==> config.mk <==
export PLATFORM = sky130hd
export DESIGN_NAME = hport_csr
export DESIGN_NICKNAME = d
export VERILOG_FILES = /design/src/rtl/hport_pkg.sv /design/src/rtl/hport_flag.sv /design/src/rtl/hport_link_stat.sv /design/src/rtl/hport_ctl.sv /design/src/rtl/hport_csr.sv
export SDC_FILE = /design/constraint.sdc
export NUM_CORES = 1
export LEC_CHECK = 0
export CORE_ASPECT_RATIO = 1.2
export CORE_MARGIN = 1.5
export CORE_UTILIZATION = 33
export CTS_CLUSTER_DIAMETER = 30
export DETAILED_ROUTE_END_ITERATION = 7
export GPL_ROUTABILITY_DRIVEN = 0
export PLACE_DENSITY = 0.78
export SKIP_LAST_GASP = 1
export SLEW_MARGIN = 20
export SYNTH_ARGS = -nofsm -noshare
export SYNTH_HDL_FRONTEND = slang
export SYNTH_SLANG_ARGS = --single-unit
==> constraint.sdc <==
create_clock -name clk -period 1.3 [get_ports clk]
set_input_delay 0.325 -clock clk [delete_from_list [all_inputs] [get_ports clk]]
set_output_delay 0.325 -clock clk [all_outputs]
set_load 0.01 [all_outputs]
==> src/rtl/hport_pkg.sv <==
package hport_pkg;
  // Bit positions that software decodes
  localparam int B_CONN   = 1;
  localparam int B_EN     = 2;
  localparam int B_ENCHG  = 3;
  localparam int B_OCACT  = 4;
  localparam int B_OCCHG  = 5;
  localparam int B_RES    = 6;
  localparam int B_SUSP   = 7;
  localparam int B_RST    = 8;
  localparam int B_LN_DP  = 10;
  localparam int B_LN_DM  = 11;
  localparam int B_PWR    = 12;
  localparam int B_TST_LO = 13;

  // Sticky change flag slots
  localparam int NFLAG   = 3;
  localparam int FL_CONN = 0;
  localparam int FL_EN   = 1;
  localparam int FL_OC   = 2;

  typedef enum logic [1:0] {SPD_HIGH = 2'd0, SPD_FULL = 2'd1, SPD_LOW = 2'd2} speed_e;
  typedef enum logic [3:0] {TM_OFF = 4'd0, TM_J = 4'd1, TM_K = 4'd2,
                            TM_SE0NAK = 4'd3, TM_PKT = 4'd4, TM_FORCE = 4'd5} test_e;
endpackage

==> src/rtl/hport_flag.sv <==
module hport_flag (
  input  logic clk,
  input  logic rst,
  input  logic set,
  input  logic clr,
  output logic q
);
  always_ff @(posedge clk) begin
    if (rst)      q <= 1'b0;
    else if (set) q <= 1'b1;
    else if (clr) q <= 1'b0;
  end

  AST_FLAG_SET_WINS: assert property (@(posedge clk) disable iff (rst) set |=> q);
endmodule

==> src/rtl/hport_link_stat.sv <==
module hport_link_stat (
  input  logic clk,
  input  logic rst,
  input  logic oc_in,
  input  logic disc,
  input  logic rdone,
  input  logic sw_dis,
  output logic oc_act,
  output logic en,
  output logic oc_chg,
  output logic en_chg
);
  logic en_nxt;

  always_comb begin
    if (oc_in || disc || sw_dis) en_nxt = 1'b0;
    else if (rdone)              en_nxt = 1'b1;
    else                         en_nxt = en;
  end

  assign en_chg = en_nxt != en;
  assign oc_chg = oc_in != oc_act;

  always_ff @(posedge clk) begin
    if (rst) begin
      en     <= 1'b0;
      oc_act <= 1'b0;
    end else begin
      en     <= en_nxt;
      oc_act <= oc_in;
    end
  end

  AST_EN_RISE_SRC: assert property (@(posedge clk) disable iff (rst) $rose(en) |-> $past(rdone));
  AST_EN_DROP_OC:  assert property (@(posedge clk) disable iff (rst) $past(oc_in) |-> !en);
endmodule

==> src/rtl/hport_ctl.sv <==
module hport_ctl #(
  parameter int TEST_W = 4
) (
  input  logic              clk,
  input  logic              rst,
  input  logic              wr,
  input  logic [TEST_W-1:0] w_test,
  input  logic              w_pwr,
  input  logic              w_rst,
  input  logic              w_susp,
  input  logic              w_res,
  input  logic              oc_in,
  input  logic              disc,
  input  logic              wake,
  output logic [TEST_W-1:0] test,
  output logic              pwr,
  output logic              prst,
  output logic              susp,
  output logic              res
);
  logic susp_kill;
  assign susp_kill = wake || disc || (wr && (w_rst || w_res));

  always_ff @(posedge clk) begin
    if (rst) begin
      test <= '0;
      pwr  <= 1'b0;
      prst <= 1'b0;
      susp <= 1'b0;
      res  <= 1'b0;
    end else begin
      if (wr) test <= w_test;
      if (wr) prst <= w_rst;
      if (oc_in)   pwr <= 1'b0;
      else if (wr) pwr <= w_pwr;
      if (susp_kill)          susp <= 1'b0;
      else if (wr && w_susp)  susp <= 1'b1;
      if (disc)      res <= 1'b0;
      else if (wake) res <= 1'b1;
      else if (wr)   res <= w_res;
    end
  end

  AST_PWR_OFF_OC:   assert property (@(posedge clk) disable iff (rst) $past(oc_in) |-> !pwr);
  AST_SUSP_DROP:    assert property (@(posedge clk) disable iff (rst) $past(wake || disc) |-> !susp);
  AST_RES_ON_WAKE:  assert property (@(posedge clk) disable iff (rst) $past(wake && !disc) |-> res);
  AST_RES_DISC:     assert property (@(posedge clk) disable iff (rst) $past(disc) |-> !res);
endmodule

==> src/rtl/hport_csr.sv <==
module hport_csr #(
  parameter int DATA_W = 32,
  parameter int TEST_W = 4,
  parameter int SPD_W  = 2
) (
  input  logic              clk,
  input  logic              rst,
  input  logic              wr_en,
  input  logic [DATA_W-1:0] wr_data,
  output logic [DATA_W-1:0] rd_data,
  input  logic              lnk_connect,
  input  logic              lnk_disconnect,
  input  logic              lnk_overcurrent,
  input  logic              lnk_wake,
  input  logic              lnk_reset_done,
  input  logic              lnk_dp,
  input  logic              lnk_dm,
  input  logic [SPD_W-1:0]  lnk_speed,
  output logic              port_power,
  output logic              port_reset,
  output logic              port_suspend,
  output logic              port_resume,
  output logic              port_enabled,
  output logic [TEST_W-1:0] port_test
);
  import hport_pkg::*;

  localparam int B_TST_HI = B_TST_LO + TEST_W - 1;
  localparam int B_SPD_LO = B_TST_HI + 1;
  localparam int B_SPD_HI = B_SPD_LO + SPD_W - 1;
  localparam int B_BITS_USED = B_SPD_HI + 1;

  logic [NFLAG-1:0] fl_set, fl_clr, fl_q;
  logic             oc_act, oc_chg, en_chg, sw_dis;
  logic [1:0]       line_q;
  logic [SPD_W-1:0] spd_q;
  logic [DATA_W-1:0] image;
  logic             unused_bits;

  assign unused_bits = ^{wr_data[DATA_W-1:B_SPD_LO], wr_data[B_LN_DM:B_LN_DP],
                         wr_data[B_OCACT], wr_data[B_RST+1], wr_data[0]};

  assign sw_dis = wr_en && wr_data[B_EN];

  hport_link_stat u_stat (
    .clk(clk), .rst(rst), .oc_in(lnk_overcurrent), .disc(lnk_disconnect),
    .rdone(lnk_reset_done), .sw_dis(sw_dis), .oc_act(oc_act), .en(port_enabled),
    .oc_chg(oc_chg), .en_chg(en_chg)
  );

  hport_ctl #(.TEST_W(TEST_W)) u_ctl (
    .clk(clk), .rst(rst), .wr(wr_en), .w_test(wr_data[B_TST_HI:B_TST_LO]),
    .w_pwr(wr_data[B_PWR]), .w_rst(wr_data[B_RST]), .w_susp(wr_data[B_SUSP]),
    .w_res(wr_data[B_RES]), .oc_in(lnk_overcurrent), .disc(lnk_disconnect),
    .wake(lnk_wake), .test(port_test), .pwr(port_power), .prst(port_reset),
    .susp(port_suspend), .res(port_resume)
  );

  assign fl_set[FL_CONN] = lnk_connect;
  assign fl_set[FL_EN]   = en_chg;
  assign fl_set[FL_OC]   = oc_chg;
  assign fl_clr[FL_CONN] = wr_en && wr_data[B_CONN];
  assign fl_clr[FL_EN]   = wr_en && wr_data[B_ENCHG];
  assign fl_clr[FL_OC]   = wr_en && wr_data[B_OCCHG];

  for (genvar g = 0; g < NFLAG; g++) begin : g_flag
    hport_flag u_flag (.clk(clk), .rst(rst), .set(fl_set[g]), .clr(fl_clr[g]), .q(fl_q[g]));
  end

  always_ff @(posedge clk) begin
    if (rst) begin
      line_q <= '0;
      spd_q  <= '0;
    end else begin
      line_q <= {lnk_dm, lnk_dp};
      spd_q  <= lnk_speed;
    end
  end

  always_comb begin
    image                      = '0;
    image[B_CONN]              = fl_q[FL_CONN];
    image[B_EN]                = port_enabled;
    image[B_ENCHG]             = fl_q[FL_EN];
    image[B_OCACT]             = oc_act;
    image[B_OCCHG]             = fl_q[FL_OC];
    image[B_RES]               = port_resume;
    image[B_SUSP]              = port_suspend;
    image[B_RST]               = port_reset;
    image[B_LN_DP]             = line_q[0];
    image[B_LN_DM]             = line_q[1];
    image[B_PWR]               = port_power;
    image[B_TST_HI:B_TST_LO]   = port_test;
    image[B_SPD_HI:B_SPD_LO]   = spd_q;
  end

  always_ff @(posedge clk) begin
    if (rst) rd_data <= '0;
    else     rd_data <= image;
  end

  initial begin
    if (B_BITS_USED > DATA_W) $error("register image does not fit DATA_W");
  end

  AST_RESET_CLEARS: assert property (@(posedge clk)
    rst |=> (!port_power && !port_reset && !port_suspend && !port_resume && !port_enabled && port_test == '0));
  AST_ENCHG_TRACK: assert property (@(posedge clk) disable iff (rst)
    (port_enabled != $past(port_enabled)) |-> fl_q[FL_EN]);
  AST_OCCHG_TRACK: assert property (@(posedge clk) disable iff (rst)
    (oc_act != $past(oc_act)) |-> fl_q[FL_OC]);
  AST_NO_POWER_IN_OC: assert property (@(posedge clk) disable iff (rst)
    oc_act |-> !port_power);
endmodule

==> results, run 1 <==
- The min-delay analysis places its worst path in the category in2reg.
- The antenna diode instance count is 0.
- After synthesis, the largest area contributor takes up between 50 and 60% of total cell area.
- The maximum number of pins on one net before global-route repair is 16.
- After synthesis, the cell types taking the most area are dfxtp_1, nor2b_1, buf_4.
- The slowest stage of the critical path is the dfxtp_1 cell.
- Summed over all layers, the global routing overflow is 0.
- Setup violations remaining at the end of the flow were counted as 0.
- The number of synthesized register bits is 34.
- Across the VDD grid, the largest voltage drop is between 0.7 and 0.8 mV.
- The total negative setup slack is 0 ns.
- The number of iterations in the first detailed-routing pass is 4.
- The required time of the critical path is 0.98 ns.
- In this run the count of I/O pins placed on the die edge is 85.
- The slack of the critical path is between 0.05 and 0.06 ns.
- The wire-length estimate of the detail-placed layout is 1770 um.
- The initial antenna violation count is 0.
- The final setup skew is around 0.0026 ns.
- The post-CTS setup buffer count is 0.
- The total track usage is 12.6%.
- The initial core utilization is about a third.
- The max-cap violation count is 0.
- dfxtp_1 is the most common cell in the netlist.
- STA classifies the critical path startpoint as a flip-flop.
- In the final layout, the share of cells above drive strength 1 is 8.88%.
- The type of the worst setup path is reg2out.
- The layout filler cell count is ~300.
- Clock-pin slew was measured on the worst setup and hold paths at about 0.060 ns.
- TritonCTS built the clock tree.
- The count of yosys warnings during synthesis is 0.
- In this design, the stage delay of the slowest critical-path cell is about 0.37 ns.
- Of all nets on the critical path, the largest fanout is 3.
- The count of cell types in the netlist is 17.
- Once detail routing completed, the nets flagged for antenna violations numbered 0.
- The final layout contains ~210 nets.
- The number of standard-cell rows in the floorplan is 23.
- The share of the Yosys chip area taken by registers is roughly 59%.
- The total number of vias is 884.
- The finished cells cover 1750 sq um.
- The signal on the critical path passes through clkdlybuf4s15_1.
- The number of buffers inserted for hold repair after clock tree synthesis is 0.
- The period utilization is a little over nine tenths.
- The die covers approximately 3900 sq um.
- The clock period could shrink to 1.24 ns.
- The run finished with clean final reports.
- Broken down by cell family, the worst path's largest delay share belongs to flip-flops.
- The data arrival time of the worst path is just over 0.9 ns.
- In the synthesized netlist the dominant register cell turns out to be dfxtp_1.
- The hold violation total from the final report is 0.
- The share of async-settable or async-resettable flops after synthesis is 0%.
- The number of synthesized flops with an enable pin is 0.
- The worst-skew pair later-pin latency is around 0.28 ns.
- The first global-routing pass estimated 3510 um of wire.
- The iteration-0 DRC count of the detailed router is 16.
- Prior to clock tree synthesis, the placed netlist has a worst setup slack of -0.400 ns.
- The cell count after synthesis is 110.
- The worst slack on hold paths is 0.371 ns.
- Dividing the detail-routed wire length by the instance count gives between 10 and 15 um.
- The synthesized area per cell is around 10 sq um.
- The region available for standard cell placement spans 3340 sq um.
- The analysis attributes to cell leakage a power of 0.867 nW.
- The sum of buffers and inverters on the critical path is 1.
- The final number of max-transition violations is 0.
- Setup slack on the worst reg-to-reg path comes out at 0.27 ns.
- Buffers inserted during clock tree synthesis total 5.
- The floorplan step set the die width to 56.9 um.
- The area growth from synthesis to layout is 51.8%.
- The kind of end point of the critical path is a primary output.
- In this run the power density over the cells is ~1300 nW/um^2.
- The tree is rooted in a clkbuf_8.
- In this run the cell area of the synthesized design comes to about 1200 sq um.
- The longest clock path from root to sink contains 2 buffers.
- The via count of the first global-routing pass is approximately 800.
- Setup repair after global routing left no endpoint under its margin.
- The routed design has 2390 um of wire.
- Measured along the y axis, the die boundary spans 67.7 um.
- Once placement finished, the instance area stood at about 1700 sq um.
- The detail-routed via count per cell is 4.29.
- Port buffering added 49 buffers.
- For this run, the top clock speed supported by timing is around 810 MHz.
- The number of sinks on the clock net is 34.
- For this run, design rule violations remaining after detail routing come to 0.
- The commonest cells after synthesis are dfxtp_1, nor2b_1, buf_4.
- The library cell with the largest summed area after synthesis is dfxtp_1.
- In this run the number of H-tree levels came out at 2.
## path summary, 6_finish.rpt
check / cells past startpoint / endpoint / from
min: 3 / u_ctl.res$_SDFFE_PP0P_ / lnk_disconnect
max: 1 / port_reset / u_ctl.prst$_SDFFE_PP0P_
max reg2reg: 3 / g_flag[1].u_flag.q$_SDFFE_PP0P_ / u_stat.en$_SDFF_PP0_
min reg2reg: 1 / rd_data[11]$_SDFF_PP0_ / line_q[1]$_SDFF_PP0_
## cell families after synthesis
group	share of synthesized area, %
AO/OA/AOI/OAI	4.35
XOR/XNOR	0.761
buffers and inverters	11.2
flip-flops	59.1
multiplexers	5.22
other	0.326
AND/OR/NAND/NOR	19.0
## per-layer routing
layer	vias up	global-route usage, %	part of all wire, %
met5	-	0	0
met4	0	6.98	1.0
met3	4	5.75	10
met2	60	21.8	48
met1	385	12.5	41
li1	435	-	-
## where the power goes
part / internal, mW / switching, mW
sequential: 1.09 / 0.0183
combinational: 0.136 / 0.110
clock: 0.563 / 0.354
total: 1.79 / 0.482
## area by class of cell
type / count / area, sq um / area share [%]
clock inverters: 3 / 40.0 / 2.29
multi-input cells: 71 / 394 / 22.5
repair buffers: 56 / 518 / 29.6
well taps: 37 / 46.3 / 2.65
clock buffers: 5 / 68.8 / 3.94
flip-flops and latches: 34 / 681 / 38.9
## worst register-to-register path, stage by stage, from the launching register on
cell     delay (ns)
dfxtp_1        0.32
buf_4          0.14
or3b_1         0.34
a31oi_1        0.17
## registers in the layout (all words and copies together) (netlist names), 2 cells and up
name / count
g_flag.u_flag.q: 3
line_q: 2
rd_data: 17
spd_q: 2
u_ctl.test: 4
## metrics by stage
stage / cells / power (mW) / utilization [%]
2_1_floorplan: 124 / 1.27 / -
3_3_place_gp: 198 / 1.39 / 49.9
3_5_place_dp: 198 / 1.40 / 49.9
4_1_cts: 206 / 2.31 / 52.1
5_1_grt: 206 / 2.38 / 52.4
6_report: 206 / 2.27 / 52.4
## repair_timing
action | in CTS | in global routing
cloned | 0 | 0
pin swaps | 3 | 3
endpoints found under the setup margin | 27 | 2
gates resized for setup | 27 | 4
## cell usage in the layout (no fill, tap or decap), drive strengths merged, types with 2 or more instances in the layout
| cell type | instances |
|---|---|
| nor3 | 2 |
| clkdlybuf4s50 | 19 |
| buf | 7 |
| mux2i | 6 |
| conb | 15 |
| dfxtp | 34 |
| dlygate4sd2 | 26 |
| a211oi | 2 |
| clkbuf | 5 |
| nand2 | 6 |
| clkinv | 2 |
| dlymetal6s2s | 3 |
| a21oi | 4 |
| nor2b | 22 |
| nor2 | 9 |
No activity file was read; power rests on OpenSTA's default activity.
==> run 2, diff against run 1 <==
- CORE_UTILIZATION: 33 -> 30
- PLACE_DENSITY: 0.78 -> 0.75
- clock period: 1.3 -> 1.1 ns (I/O delays scaled with it)
==> run 2 against run 1 <==
Register-to-register slack got worse by 0.15 ns. Flip-flop and latch count did not move. First-iteration DRC count fell by 31%. Clock power rose by 20%. Total power rose by 18%. Critical path depth rose by 3. Largest power group unchanged. Combinational power rose by 16%. Global-route usage fell by 0.68 points. Utilization fell by 6.1 points. Sequential power rose by 18%. Critical path type is now in2reg. Critical endpoint is now g_flag[1].u_flag.q$_SDFFE_PP0P_.
==> results, run 2 (synthesis gave the netlist of run 1 again) <==
- The run finished with clean final reports.
- In the final routed layout, each cell accounts on average for 10.1 um.
- The maximum single-stage delay on the critical path is about 0.38 ns.
- The first routing iteration left 11 violations.
- The antenna diode instance count is 0.
- The via count of the first global-routing pass is 811.
- The worst-case IR drop observed on VDD is 0.507 mV.
- The worst-skew pair later-pin latency is around 0.28 ns.
- The net switching power figure is ~0.58 mW.
- Setup violations remaining at the end of the flow were counted as 0.
- The maximum number of pins on one net before global-route repair is 22.
- The tightest min-delay check is of the in2reg type.
- The clock network is responsible for 40.8% of the overall power.
- The CTS tree is done.
- Hold timing on the final database bottoms out at a slack of approximately 0.38 ns.
- Timing would allow up to between 900 and 1000 MHz.
- between 80 and 90 I/O pins were placed.
- For this design, the CTS-stage hold fixing added 0 buffers.
- The setup path with the least slack is of type in2reg.
- The H-tree level count is 2.
- Global routing finished with a remaining overflow of 0.
- The initial antenna violation count is 0.
- The sum of buffers and inverters on the critical path is 1.
- In the final layout, the registers with the most flip-flops are rd_data (17), u_ctl.test (4), g_flag.u_flag.q (3).
- The hold violation total from the final report is 0.
- The total non-filler cell area in the finished layout is 1700 sq um.
- The max-cap violation count is 0.
- Summing internal, switching and leakage power gives between 2 and 3 mW.
- The floorplan has 24 rows.
- The die is roughly 60 um wide.
- The worst setup path is launched from a primary input.
- The wire length after detailed routing is between 2000 and 2500 um.
- The switching share of power is around 22%.
- The first global-routing pass estimated around 3600 um of wire.
- Summing all placed instances gives a cell area of about 1700 sq um.
- The worst path needs 1.07 ns of the cycle, external delays included.
- Clock skew on the completed layout was measured at roughly 0.0013 ns.
- Setup repair after global routing could not meet its margin everywhere.
- The slowest stage of the critical path is the or3b_1 cell.
- For the worst setup path, the data required time is ~1.3 ns.
- The number of iterations in the first detailed-routing pass is 2.
- The number of port buffers is roughly 50.
- On the critical path the largest part of the delay comes from compound AO/OA/AOI/OAI gates.
- Walking the worst path, the cells encountered are dlygate4sd2_1, a211o_1, or3b_1, a31oi_1.
- In the routed design, unresolved DRC markers number 0.
- The top cell types in the final layout, fill and taps aside, are dfxtp_1, nor2b_1, buf_2.
- The cell count after placement is 216.
- The combinational share of power is a little over a tenth.
- The final number of max-transition violations is 0.
- The area of the die is between 4000 and 5000 sq um.
- For this configuration, the core starts out at a cell density of about a third.
- The most common cell after layout, fill and taps aside is dfxtp_1.
- The number of nets with antenna violations after detailed routing is 0.
- In this run the power density over the cells is around 1600 nW/um^2.
- Measured along the y axis, the die boundary spans 70.9 um.
- The clock transition at the registers of the reported paths is roughly 0.07 ns.
- The cell at the root of the clock tree is clkbuf_8.
- The share of final-layout standard cells stronger than drive strength 1 is between 20% and 30%.
- The number of sinks on the clock net is 34.
- The post-CTS setup buffer count is 0.
- The number of buffers between clock root and the deepest sink is 2.
- The core region is 3660 sq um.
- The total track usage is between 10% and 20%.
- The wire-length estimate of the detail-placed layout is around 1700 um.
- The final net count is between 200 and 250.
- The number of flip-flops in the largest register is 17.
- Dividing the final minimum period by the clock period gives 97.4%.
- The cell-internal power is 2.11 mW.
- The proportion of power drawn by flip-flops and latches is between 40% and 50%.
- The final route contains between 800 and 900 vias.
- The static leakage power is 0.795 nW.
- More flip-flops sit in one register than any other, and that register is rd_data.
- Compared with the post-synthesis result, the final layout area differs by 47.3%.
- Setup total negative slack on the finished layout was measured at 0 ns.
- The kind of end point of the critical path is a flip-flop.
- The count of cells in the finished layout, fillers not included, comes to 224.
- In the routed layout, each cell is associated on average with a via count of just under 4.
- STA puts the critical path data arrival time at 1.28 ns.
- Along the worst path, the maximum fanout reaches 2.
- The clock buffer count from CTS is 5.
-- run 2: changes by cell type in the layout (fill, tap and decap cells not counted), sizes merged --
| cell | previous run | this run |
|---|---|---|
| dlygate4sd2 | 26 | 2 |
| buf | 7 | 30 |
| clkbuf | 5 | 10 |
| dlymetal6s2s | 3 | 0 |
| clkdlybuf4s15 | 1 | 3 |
-- run 2: power by group through the flow --
stage | registers [mW] | logic (mW) | clock network (mW)
global placement | 1.33 | 0.322 | 0
CTS | 1.31 | 0.300 | 1.14
detailed placement | 1.34 | 0.325 | 0
global route | 1.31 | 0.312 | 1.20
floorplan | 1.35 | 0.144 | 0
finish | 1.31 | 0.285 | 1.10
-- run 2: through the flow --
stage	setup WS, ns	utilization, %
3_5_place_dp	-0.478	46.6
3_3_place_gp	-0.437	46.6
6_report	0.0287	46.3
4_1_cts	-0.0293	48.7
2_1_floorplan	0.00584	-
5_1_grt	-0.0107	46.3
-- run 2: worst reg2reg max path: stages (launching register included) --
cell     delay (ns)
dfxtp_1        0.31
buf_4          0.14
or3b_1         0.35
a31oi_1        0.12
-- run 2: worst paths after layout --
check | start | end | slack (ns) | cells after the start
min reg2reg | spd_q[0]$_SDFF_PP0_ | rd_data[17]$_SDFF_PP0_ | 0.44 | 1
max | wr_en | g_flag[1].u_flag.q$_SDFFE_PP0P_ | 0.03 | 4
min | lnk_disconnect | u_ctl.res$_SDFFE_PP0P_ | 0.38 | 3
max reg2reg | u_stat.en$_SDFF_PP0_ | g_flag[1].u_flag.q$_SDFFE_PP0P_ | 0.12 | 3
-- run 2: cell type report --
type / count / area (sq um)
flip-flops and latches: 34 / 688
multi-input cells: 71 / 394
repair buffers: 59 / 439
clock buffers: 5 / 68.8
fillers: 376 / 1970
clock inverters: 3 / 40.0
well taps: 52 / 65.1
-- run 2: layer usage --
metal	track usage, %	share of wire [%]	vias to the layer above
met2	18.9	49	39
met3	4.57	7.7	6
met5	0	0	-
li1	-	-	441
met1	12.7	41	376
met4	8.15	3.1	0
-- run 2: timing repair --
| item | in CTS | in global routing |
|---|---|---|
| resized for setup | 95 | 15 |
| endpoints found under the setup margin | 27 | 16 |
| pin swaps | 3 | 1 |
